==> config.mk <==
export PLATFORM = sky130hd
export DESIGN_NAME = can_err_report
export DESIGN_NICKNAME = d
export VERILOG_FILES = /design/src/rtl/can_err_report.sv
export SDC_FILE = /design/constraint.sdc
export NUM_CORES = 1
export LEC_CHECK = 0
export ABC_AREA = 1
export BUFFER_PORTS_ARGS = -buffer_cell sky130_fd_sc_hd__buf_2
export CORE_MARGIN = 8
export CORE_UTILIZATION = 45
export DETAILED_ROUTE_END_ITERATION = 7
export PLACE_DENSITY = 0.73
export SYNTH_ARGS = -nofsm -noshare
export SYNTH_HDL_FRONTEND = slang
export SYNTH_SLANG_ARGS = --single-unit
==> constraint.sdc <==
create_clock -name clk -period 1.4 [get_ports clk]
set_clock_uncertainty 0.1 [all_clocks]
set_input_delay 0.28 -clock clk [delete_from_list [all_inputs] [get_ports clk]]
set_output_delay 0.28 -clock clk [all_outputs]
set_load 0.05 [all_outputs]
==> src/rtl/can_err_report.sv <==
module can_err_report #(
  parameter int WARN_LVL    = 96,
  parameter int PASSIVE_LVL = 127,
  parameter int BUSOFF_LVL  = 255
) (
  input  logic       clk,
  input  logic       rst_n,
  input  logic [6:0] code_pulse_i,
  input  logic [2:0] event_pulse_i,
  input  logic [8:0] tec_i,
  input  logic [7:0] rec_i,
  input  logic       bus_we_i,
  input  logic [2:0] bus_addr_i,
  input  logic [7:0] bus_wdata_i,
  output logic [7:0] bus_rdata_o,
  output logic       irq_o
);

  logic       code_mode;
  logic [6:0] code_q;
  logic [7:0] factor_q, enable_q;
  logic       ie_q;
  logic       warn_q, pass_q, boff_q;

  logic warn_c, pass_c, boff_c, summary;
  logic wr_code, wr_fac, wr_en, wr_ie;
  logic [7:0] fac_set;

  assign warn_c = (int'(tec_i) >= WARN_LVL) || (int'(rec_i) >= WARN_LVL);
  assign pass_c = (int'(tec_i) > PASSIVE_LVL) || (int'(rec_i) > PASSIVE_LVL);
  assign boff_c = int'(tec_i) > BUSOFF_LVL;

  assign wr_code = bus_we_i && bus_addr_i == 3'd0;
  assign wr_fac  = bus_we_i && bus_addr_i == 3'd1;
  assign wr_en   = bus_we_i && bus_addr_i == 3'd2;
  assign wr_ie   = bus_we_i && bus_addr_i == 3'd3;

  assign fac_set = {event_pulse_i[2], event_pulse_i[1], event_pulse_i[0],
                    boff_q & ~boff_c, boff_c & ~boff_q,
                    pass_c & ~pass_q, warn_c & ~warn_q, |code_pulse_i};

  always_ff @(posedge clk) begin
    if (!rst_n) begin
      code_mode <= 1'b0;
      code_q    <= '0;
      factor_q  <= '0;
      enable_q  <= '0;
      ie_q      <= 1'b0;
      warn_q    <= 1'b0;
      pass_q    <= 1'b0;
      boff_q    <= 1'b0;
    end else begin
      warn_q <= warn_c;
      pass_q <= pass_c;
      boff_q <= boff_c;
      if (wr_code) code_mode <= bus_wdata_i[7];
      if ((|code_pulse_i) && !code_mode)
        code_q <= code_pulse_i;
      else
        code_q <= (code_q & (wr_code ? bus_wdata_i[6:0] : 7'h7f)) | code_pulse_i;
      factor_q <= (factor_q & (wr_fac ? bus_wdata_i : 8'hff)) | fac_set;
      if (wr_en) enable_q <= bus_wdata_i;
      if (wr_ie) ie_q <= bus_wdata_i[5];
    end
  end

  assign summary = |(factor_q & enable_q);
  assign irq_o   = summary & ie_q;

  always_comb begin
    case (bus_addr_i)
      3'd0:    bus_rdata_o = {code_mode, code_q};
      3'd1:    bus_rdata_o = factor_q;
      3'd2:    bus_rdata_o = enable_q;
      3'd3:    bus_rdata_o = {2'b00, ie_q, 5'b00000};
      3'd4:    bus_rdata_o = {2'b00, summary, 5'b00000};
      3'd5:    bus_rdata_o = tec_i[8] ? 8'hff : tec_i[7:0];
      3'd6:    bus_rdata_o = rec_i;
      default: bus_rdata_o = 8'h00;
    endcase
  end

  p_no_silent_clear_r2: assert property (@(posedge clk) disable iff (!rst_n)
    !wr_fac |=> (factor_q & $past(factor_q)) == $past(factor_q));

  p_accumulate_keeps_r3: assert property (@(posedge clk) disable iff (!rst_n)
    (code_mode && !wr_code) |=> (code_q & $past(code_q)) == $past(code_q));

  p_latest_replace_r4: assert property (@(posedge clk) disable iff (!rst_n)
    ((|code_pulse_i) && !code_mode) |=> code_q == $past(code_pulse_i));

  p_bus_error_r5: assert property (@(posedge clk) disable iff (!rst_n)
    (|code_pulse_i) |=> factor_q[0]);

  p_busoff_entry_r8: assert property (@(posedge clk) disable iff (!rst_n)
    $rose(tec_i > 9'd255) |=> factor_q[3]);

  p_set_wins_r10: assert property (@(posedge clk) disable iff (!rst_n)
    (|event_pulse_i) |=> (factor_q[7:5] & $past(event_pulse_i)) == $past(event_pulse_i));

  p_irq_needs_flag_r11: assert property (@(posedge clk) disable iff (!rst_n)
    (factor_q == 8'h00) |-> !irq_o);

endmodule

==> results of run 1 <==
==> layer usage <==
layer / vias up / track usage [%] / routed length (µm)
met5: - / 0 / 0
met4: 0 / 6.874 / 186
met3: 21 / 3.820 / 500
met2: 110 / 29.53 / 2419
met1: 806 / 21.57 / 1979
li1: 888 / - / -
==> how the worst min path moves through the flow <==
stage,start,to,slack (ns),cells after the start
after floorplan,rst_n,boff_q$_SDFF_PN0_,0.30,2
after global placement,ie_q$_SDFFE_PN0P_,ie_q$_SDFFE_PN0P_,0.35,2
after detailed placement,ie_q$_SDFFE_PN0P_,ie_q$_SDFFE_PN0P_,0.36,2
after CTS,event_pulse_i[1],factor_q[6]$_SDFF_PN0_,0.04,3
after global routing,event_pulse_i[1],factor_q[6]$_SDFF_PN0_,0.05,3
final,event_pulse_i[1],factor_q[6]$_SDFF_PN0_,0.05,3
==> cells by family after synthesis <==
| logic type | after synthesis | synth area share (%) |
|---|---|---|
| compound gates | 61 | 21.54 |
| buf+inv | 38 | 10.56 |
| simple gates | 97 | 30.35 |
| flops | 28 | 37.55 |
==> timing repair <==
item / 4_1_cts / 5_1_grt
buffers inserted: 0 / 1
gates cloned: 0 / 1
pin swaps: 4 / 14
resized for setup: 29 / 43
endpoints found under the setup margin: 9 / 9
==> where the power goes <==
| part | internal [mW] | switching (mW) | total, mW |
|---|---|---|---|
| Sequential | 0.846 | 0.0294 | 0.875 |
| Clock | 0.290 | 0.253 | 0.543 |
| Combinational | 0.207 | 0.287 | 0.495 |
==> state kept, by name, summed over array words and instances (netlist names) <==
register / flops
boff_q: 1
code_q: 7
code_mode: 1
pass_q: 1
ie_q: 1
warn_q: 1
enable_q: 8
factor_q: 8
==> stage by stage <==
step / total power [mW] / cell area (µm²) / hold WS [ns] / setup WS (ns) / TNS [ns]
detailed placement: 1.291 / 1938 / 0.3586 / -0.3089 / -3.495
finish: 1.912 / 2218 / 0.04560 / -0.3732 / -1.848
global route: 1.978 / 2218 / 0.04671 / -0.4300 / -2.242
global placement: 1.289 / 1938 / 0.3513 / -0.3105 / -3.353
floorplan: 1.118 / 1516 / 0.2959 / -0.2023 / -1.365
CTS: 1.863 / 2081 / 0.03970 / -0.3707 / -2.062
==> final cells by class <==
class,count,area [µm²]
Clock buffer,3,22.52
Inverter,31,136.4
Sequential cell,28,571.8
Timing Repair inverter,1,6.256
Tap cell,46,57.56
Multi-Input combinational cell,158,864.6
Timing Repair Buffer,71,529.3
Fill cell,284,1040
Clock inverter,1,30.03
==> synthesized netlist by cell type <==
cell type	count	area, µm²
nor2_2	1	6.260
nand3_1	2	10.01
nor3_2	1	10.01
nand3b_1	1	7.510
clkbuf_1	3	11.26
inv_2	3	11.26
buf_4	1	7.510
inv_4	1	6.260
nand3_2	1	10.01
nand4_1	15	93.84
nor3_1	2	10.01
nor2_1	22	82.58
a21oi_1	27	135.1
dfxtp_1	28	560.5
nor3_4	1	16.27
and2_1	1	6.260
o21ai_1	1	5.000
inv_1	27	101.4
o22ai_1	1	6.260
nand2_4	1	11.26
or2_2	1	6.260
buf_2	1	5.000
buf_6	1	11.26
nand2_2	1	6.260
a22oi_1	6	45.04
o21ai_0	26	130.1
buf_1	1	3.750
nand2_1	47	176.4
==> worst min-delay path, delay by kind of cell <==
kind / cells / cell delay (ns)
buf+inv: 2 / 0.13
compound gates: 1 / 0.05
==> impl_metrics.json, run 1 <==
{
  "drt_iter0_markers": 186,
  "fp.dieW_um": 73.60,
  "mostFrequentLayoutCells": "nand2_1, buf_2, a21oi_1, inv_1, o21ai_0",
  "violations": "negative setup slack",
  "clock_sinks": 28,
  "gp_congestion": 0.8854,
  "io_pins": 50,
  "synth-seq-cells": 28,
  "grt_pass1_vias": 1679,
  "fin_nets": 335,
  "hold_viol": 0,
  "layout-drive-gt1-share_pct": 38.91,
  "synthesis.area_um2": 1493,
  "p_per_area_nw_per_um2": 862.0,
  "p_leak_nw": 1.075,
  "avgSynthCellArea_um2": 6.664,
  "clkTransAtPathRegs_ns": 0.15,
  "diodes": 0,
  "ys_types": 28,
  "synth_nets": 265,
  "critPathBufInv": 1,
  "fin_crit_sh_pct": 126.7,
  "placed_cells": 333,
  "die_area_um2": 5416,
  "ys_warn_count": 0,
  "crit_family": "simple AND/OR/NAND/NOR gates",
  "ys_seq_area_share_pct": 37.55,
  "cpPeakStageDelay_ns": 0.35,
  "wl_per_cell_um": 15.00,
  "cts_made_buffers": 3,
  "grt_start_max_net_pins": 17,
  "rsz0062_at_grt": "yes",
  "timing.rr.start": "code_mode$_SDFFE_PN0N_",
  "path_depth": 7,
  "worst_pin_slew_ns": 0.3478,
  "clock.fmax_mhz": 564.0,
  "end_kind": "output port",
  "arrival_ns": 1.39,
  "start_util_pct": 45.81,
  "cts_tree": "done",
  "final_common_cell": "nand2_1",
  "hold_buffers": 0,
  "gr-total-overflow": 0,
  "critPathKind": "register to output port",
  "grt_pass1_wl_um": 7514,
  "r2r_setup_slack_ns": 0.37,
  "worst_slack_ns": -0.3732,
  "worstReg2RegEnd": "code_q[1]$_SDFF_PN0_",
  "r2r.worst_path.cells": 5,
  "cp.required_ns": 1.02,
  "drv_slew": 0,
  "dr.pass1.iters": 5,
  "period_needed_ns": 1.773,
  "detailed_place_hpwl_um": 3542,
  "netlist_instances": 224,
  "outcome": "finished, violations left",
  "peakVddDrop_mv": 0.7885,
  "antenna_found_initial": 0,
  "cp-startpoint": "factor_q[6]$_SDFF_PN0_",
  "ant_nets": 0,
  "cap_violations": 0,
  "setup_violations": 9,
  "routed_via_density": 5.383,
  "worstPathMaxFanout": 2,
  "finalWirelength_um": 5086,
  "cts-htree-levels": 1,
  "drc_errors": 0,
  "gr-usage-all-layers_pct": 17.76,
  "crit_path_top_delay_cell": "dfxtp_2",
  "fp-row-count": 21,
  "dieHeight_um": 73.60,
  "coreArea_um2": 3258,
  "endpoint": "bus_rdata_o[5]",
  "clock_latency_ns": 0.34,
  "slew_headroom_pct": 76.63,
  "vias": 1825,
  "area_growth_syn_to_layout_pct": 48.62,
  "fin_util_pct": 68.09,
  "start_kind": "register",
  "worstHoldPathType": "input port to register",
  "cts_buffer_depth": 2,
  "crit_chain": "nand2_1 > nand2_1 > a21oi_1 > nand3b_1 > nand2_1 > nand3_2 > buf_8",
  "port_buffers": 49,
  "clock_tree.root_cell": "clkbuf_4",
  "crit_top_cell": "nand2_1",
  "fin_cells": 339
}
Note: power is estimated with default switching activity, not from simulation.
==> inputs of run 2 (changes only) <==
Settings changed: MAX_ROUTING_LAYER set to met4, SKIP_LAST_GASP set to 1.
==> run 2 against run 1 <==
- the flow still finishes with violations (negative setup slack)
- count of clock-buffer cells in the layout stayed put
- global-route usage is 0.47 points higher
- utilization is 0.27 points lower
- flip-flop and latch count stayed put
- die area stayed put
- sequential power hardly changed
- sequential share of layout area is 0.10 points higher
- clock power is 0.9% lower
- via count is 1.7% lower
- routed wire length is 2.2% lower
- critical endpoint unchanged
- largest cell class unchanged
==> impl_metrics.json, run 2 (same netlist as run 1, synthesis figures left out) <==
{
  "start_util_pct": 45.81,
  "setup_violations": 9,
  "path_depth": 7,
  "worst_pin_slew_ns": 0.3066,
  "outcome": "finished, violations left",
  "crit_top_cell": "nand2_1",
  "clock_latency_ns": 0.33,
  "cts_made_buffers": 3,
  "port_buffers": 49,
  "coreArea_um2": 3258,
  "fin_util_pct": 67.82,
  "ant_nets": 0,
  "slew_headroom_pct": 79.40,
  "clkTransAtPathRegs_ns": 0.15,
  "dr.pass1.iters": 5,
  "cpPeakStageDelay_ns": 0.36,
  "arrival_ns": 1.38,
  "antenna_found_initial": 0,
  "cp.required_ns": 1.02,
  "worstPathMaxFanout": 2,
  "gr-total-overflow": 0,
  "layout-drive-gt1-share_pct": 38.91,
  "drv_slew": 0,
  "hold_viol": 0,
  "fin_total_pwr_mw": 1.904,
  "hold-path-cell-count": 3,
  "worstHoldPathType": "input port to register",
  "violations": "negative setup slack",
  "crit_chain": "nand2_1 > nand2_1 > a21oi_1 > nand3b_1 > nand2_1 > nand3_2 > buf_8",
  "hold_end": "factor_q[6]$_SDFF_PN0_",
  "finalSetupTns_ns": -1.840,
  "grt_start_max_net_pins": 17,
  "cts_buffer_depth": 2,
  "dieHeight_um": 73.60,
  "critPathBufInv": 1,
  "crit_path_top_delay_cell": "dfxtp_2",
  "critPathKind": "register to output port",
  "gr-usage-all-layers_pct": 18.23,
  "worstReg2RegEnd": "code_q[1]$_SDFF_PN0_",
  "start_kind": "register",
  "detailed_place_hpwl_um": 3542,
  "period_needed_ns": 1.761,
  "fin_nets": 335,
  "hp-start": "event_pulse_i[1]",
  "finalWirelength_um": 4973,
  "worst_slack_ns": -0.3612,
  "clock.fmax_mhz": 567.8,
  "rsz0062_at_grt": "yes",
  "routed_via_density": 5.292,
  "grt_pass1_vias": 1679,
  "clock_sinks": 28,
  "largestRegisters": "enable_q (8), factor_q (8), code_q (7)",
  "drt_iter0_markers": 141,
  "fp-row-count": 21,
  "fin_crit_sh_pct": 125.8,
  "placed_area_um2": 1938,
  "drc_errors": 0,
  "mostFrequentLayoutCells": "nand2_1, buf_2, a21oi_1, inv_1, o21ai_0",
  "clock_tree.root_cell": "clkbuf_4",
  "timing.rr.start": "code_mode$_SDFFE_PN0N_",
  "p_leak_nw": 1.072,
  "cap_violations": 0,
  "r2r_setup_slack_ns": 0.36,
  "cts-htree-levels": 1,
  "diodes": 0,
  "final_area_um2": 2210,
  "crit_family": "simple AND/OR/NAND/NOR gates",
  "fp.dieW_um": 73.60,
  "r2r.worst_path.cells": 5,
  "vias": 1794,
  "wl_per_cell_um": 14.67,
  "final_common_cell": "nand2_1",
  "grt_pass1_wl_um": 7514,
  "end_kind": "output port",
  "cts_tree": "done",
  "peakVddDrop_mv": 0.7882,
  "io_pins": 50,
  "gp_congestion": 0.9002,
  "die_area_um2": 5416,
  "p_per_area_nw_per_um2": 861.5,
  "area_growth_syn_to_layout_pct": 48.03
}
[run 2: worst max-delay path by stage]
| stage | startpoint | endpoint | slack [ns] |
|---|---|---|---|
| floorplan | bus_addr_i[1] | bus_rdata_o[7] | -0.20 |
| global placement | bus_addr_i[0] | bus_rdata_o[6] | -0.31 |
| detailed placement | bus_addr_i[0] | bus_rdata_o[6] | -0.31 |
| CTS | factor_q[1]$_SDFF_PN0_ | bus_rdata_o[5] | -0.37 |
| global route | factor_q[0]$_SDFF_PN0_ | bus_rdata_o[5] | -0.43 |
| finish | factor_q[7]$_SDFF_PN0_ | bus_rdata_o[5] | -0.36 |
[run 2: worst min-delay path, stage by stage]
cell	delay, ns
buf_2	0.09
inv_1	0.04
a21oi_1	0.05
[run 2: final cells by class]
type	instances	area [µm²]
sequential	28	571.8
timing repair buffer	71	520.5
clock buffer	3	22.52
inverter	31	136.4
tap	46	57.56
multi-input combinational	158	864.6
fill	288	1049
clock inverter	1	30.03
timing repair inverter	1	6.256
[run 2: through the flow]
| step | instances | setup slack, ns | hold WS [ns] |
|---|---|---|---|
| after CTS | 337 | -0.3707 | 0.03970 |
| after global routing | 339 | -0.4301 | 0.04671 |
| after detailed placement | 333 | -0.3089 | 0.3586 |
| final | 339 | -0.3612 | 0.04971 |
| after global placement | 333 | -0.3105 | 0.3513 |
| after floorplan | 224 | -0.2023 | 0.2959 |
[run 2: power by group]
part           leakage (nW)  internal [mW]  switching (mW)
combinational         0.810          0.204           0.286
sequential            0.234          0.846          0.0293
clock                0.0279          0.290           0.248
total                  1.07           1.34           0.564
[run 2: what timing repair did]
action                                  4_1_cts  5_1_grt
gates resized for setup                      28       43
pin swaps                                     4       14
hold buffers                                  0        0
cloned                                        0        1
buffers inserted                              0        1
endpoints found under the setup margin        9        9
[run 2: layer usage]
layer | routed length, µm | global-route usage [%]
met1 | 2033 | 21.65
met2 | 2378 | 29.53
met3 | 428 | 3.683
met4 | 132 | 6.874
met5 | 0 | -
==> inputs of run 3 (changes only) <==
Settings changed: CORE_ASPECT_RATIO set to 1.5, CTS_CLUSTER_DIAMETER set to 200.
==> run 3 against run 2 <==
- the flow still finishes with violations (negative setup slack)
- critical path depth unchanged
- sequential power decreased by 0.6%
- sequential share of layout area decreased by 0.99 points
- hold slack improved by 0.073 ns
- cell count increased by 0.59%
- final area increased by 2.6%
- utilization increased by 3.9 points
- highest routed layer unchanged
==> impl_metrics.json, run 3 (same netlist as run 1, synthesis figures left out) <==
{
  "outcome": "finished, violations left",
  "violations": "negative setup slack",
  "cts_tree": "done",
  "start_kind": "register",
  "drc_errors": 0,
  "rsz0062_at_grt": "yes",
  "arrival_ns": 1.33,
  "cp-startpoint": "factor_q[1]$_SDFF_PN0_",
  "crit_chain": "nand2_1 > nand2_1 > a21oi_2 > nand3b_1 > nand2_1 > nand3_2 > buf_6",
  "start_util_pct": 47.25,
  "dp_slack_ns": -0.2815,
  "antenna_found_initial": 0,
  "final_common_cell": "nand2_1",
  "fillers": 276,
  "worstPathMaxFanout": 2,
  "grt_pass1_wl_um": 8121,
  "die_area_um2": 5454,
  "placed_cells": 335,
  "clock.fmax_mhz": 586.1,
  "ant_nets": 0,
  "gr-total-overflow": 0,
  "fin_nets": 343,
  "routed_via_density": 5.240,
  "crit_top_cell": "nand2_1",
  "regArea_um2": 564.3,
  "vias": 1787,
  "grt_pass1_vias": 1820,
  "timing.hold.ws_ns": 0.1231,
  "drt_iter0_markers": 102,
  "fp.dieW_um": 63.03,
  "drv_slew": 0,
  "cts_buffer_depth": 2,
  "gr-usage-all-layers_pct": 18.64,
  "hold_viol": 0,
  "clkTransAtPathRegs_ns": 0.09,
  "endpoint": "bus_rdata_o[5]",
  "worst_slack_ns": -0.3063,
  "cts-htree-levels": 1,
  "cpPeakStageDelay_ns": 0.34,
  "slew_headroom_pct": 83.50,
  "setup_violations": 9,
  "clock_tree.root_cell": "clkbuf_8",
  "clock_sinks": 28,
  "critPathKind": "register to output port",
  "multi_input_area_um2": 850.8,
  "worstReg2RegEnd": "code_q[0]$_SDFF_PN0_",
  "timing.rr.start": "code_mode$_SDFFE_PN0N_",
  "wl_per_cell_um": 14.34,
  "finalWirelength_um": 4890,
  "io_pins": 50,
  "dr.pass1.iters": 4,
  "end_kind": "output port",
  "peakVddDrop_mv": 0.5289,
  "crit_path_top_delay_cell": "dfxtp_2",
  "r2r_setup_slack_ns": 0.38,
  "largestRegisters": "enable_q (8), factor_q (8), code_q (7)",
  "detailed_place_hpwl_um": 3723,
  "period_needed_ns": 1.706,
  "p_leak_nw": 1.114,
  "layout-drive-gt1-share_pct": 37.54,
  "port_buffers": 49,
  "dieHeight_um": 86.54,
  "cp.required_ns": 1.02,
  "diodes": 0,
  "fp-row-count": 25,
  "worst_pin_slew_ns": 0.2475,
  "worstHoldPathType": "input port to register",
  "grt_start_max_net_pins": 16,
  "fin_util_pct": 71.76,
  "mostFrequentLayoutCells": "nand2_1, buf_2, inv_1",
  "cts_made_buffers": 3,
  "fin_cells": 341,
  "r2r.worst_path.cells": 5,
  "clock_latency_ns": 0.27,
  "gp_congestion": 0.9000,
  "area_growth_syn_to_layout_pct": 51.89,
  "fin_crit_sh_pct": 121.9,
  "p_per_area_nw_per_um2": 826.1,
  "cap_violations": 0,
  "coreArea_um2": 3159
}
[run 3: cell types whose count changed in the layout (fill, tap and decap cells not counted), sizes merged]
cell / before / now
buf: 71 / 79
bufinv: 1 / 0
clkbuf: 3 / 4
clkinv: 1 / 0
clkinvlp: 0 / 1
[run 3: through the flow]
step                      TNS (ns)  instance area [µm²]  total power [mW]
final                       -1.538                 2267             1.873
after global routing        -2.007                 2267             1.968
after CTS                   -1.480                 2241             1.864
after detailed placement    -3.357                 1991             1.308
after global placement      -3.098                 1991             1.305
after floorplan             -1.365                 1516             1.118
[run 3: routing by layer]
| metal | track usage, % | up-vias | wire length (µm) |
|---|---|---|---|
| li1 | - | 898 | - |
| met5 | - | - | 0 |
| met4 | 8.125 | 0 | 133 |
| met3 | 2.968 | 14 | 277 |
| met2 | 32.18 | 77 | 2495 |
| met1 | 20.70 | 798 | 1984 |
[run 3: area by class of cell]
class                   instances  area share (%)
flip-flops and latches         28           24.89
inverters                      31           6.015
clock buffers                   4           2.428
repair buffers                 79           26.60
well taps                      40           2.208
multi-input cells             158           37.53
repair inverters                1          0.3311
[run 3: report_power, final]
group	internal (mW)	switching [mW]	leakage, nW	total (mW)
sequential	0.843	0.0275	0.232	0.870
combinational	0.222	0.284	0.853	0.506
clock	0.252	0.245	0.0288	0.497
[run 3: worst min-delay path by stage]
stage / from / to / slack (ns) / cells past startpoint
finish: code_pulse_i[2] / code_q[2]$_SDFF_PN0_ / 0.12 / 3
global route: code_pulse_i[2] / code_q[2]$_SDFF_PN0_ / 0.12 / 3
CTS: code_pulse_i[2] / code_q[2]$_SDFF_PN0_ / 0.12 / 3
detailed placement: warn_q$_SDFF_PN0_ / factor_q[1]$_SDFF_PN0_ / 0.35 / 3
global placement: boff_q$_SDFF_PN0_ / factor_q[3]$_SDFF_PN0_ / 0.34 / 1
floorplan: rst_n / boff_q$_SDFF_PN0_ / 0.30 / 2
[run 3: what timing repair did]
action / CTS / global route
resized for setup: 54 / 8
hold buffers: 0 / 0
buffers inserted: 1 / 0
pin swaps: 11 / 8
gates cloned: 1 / 0
endpoints found under the setup margin: 9 / 9
[run 3: worst max-delay path, delay by kind of cell, from the launching register on]
family	cells	cell delay, ns
buf+inv	1	0.16
flops	1	0.34
simple gates	5	0.41
compound gates	1	0.15
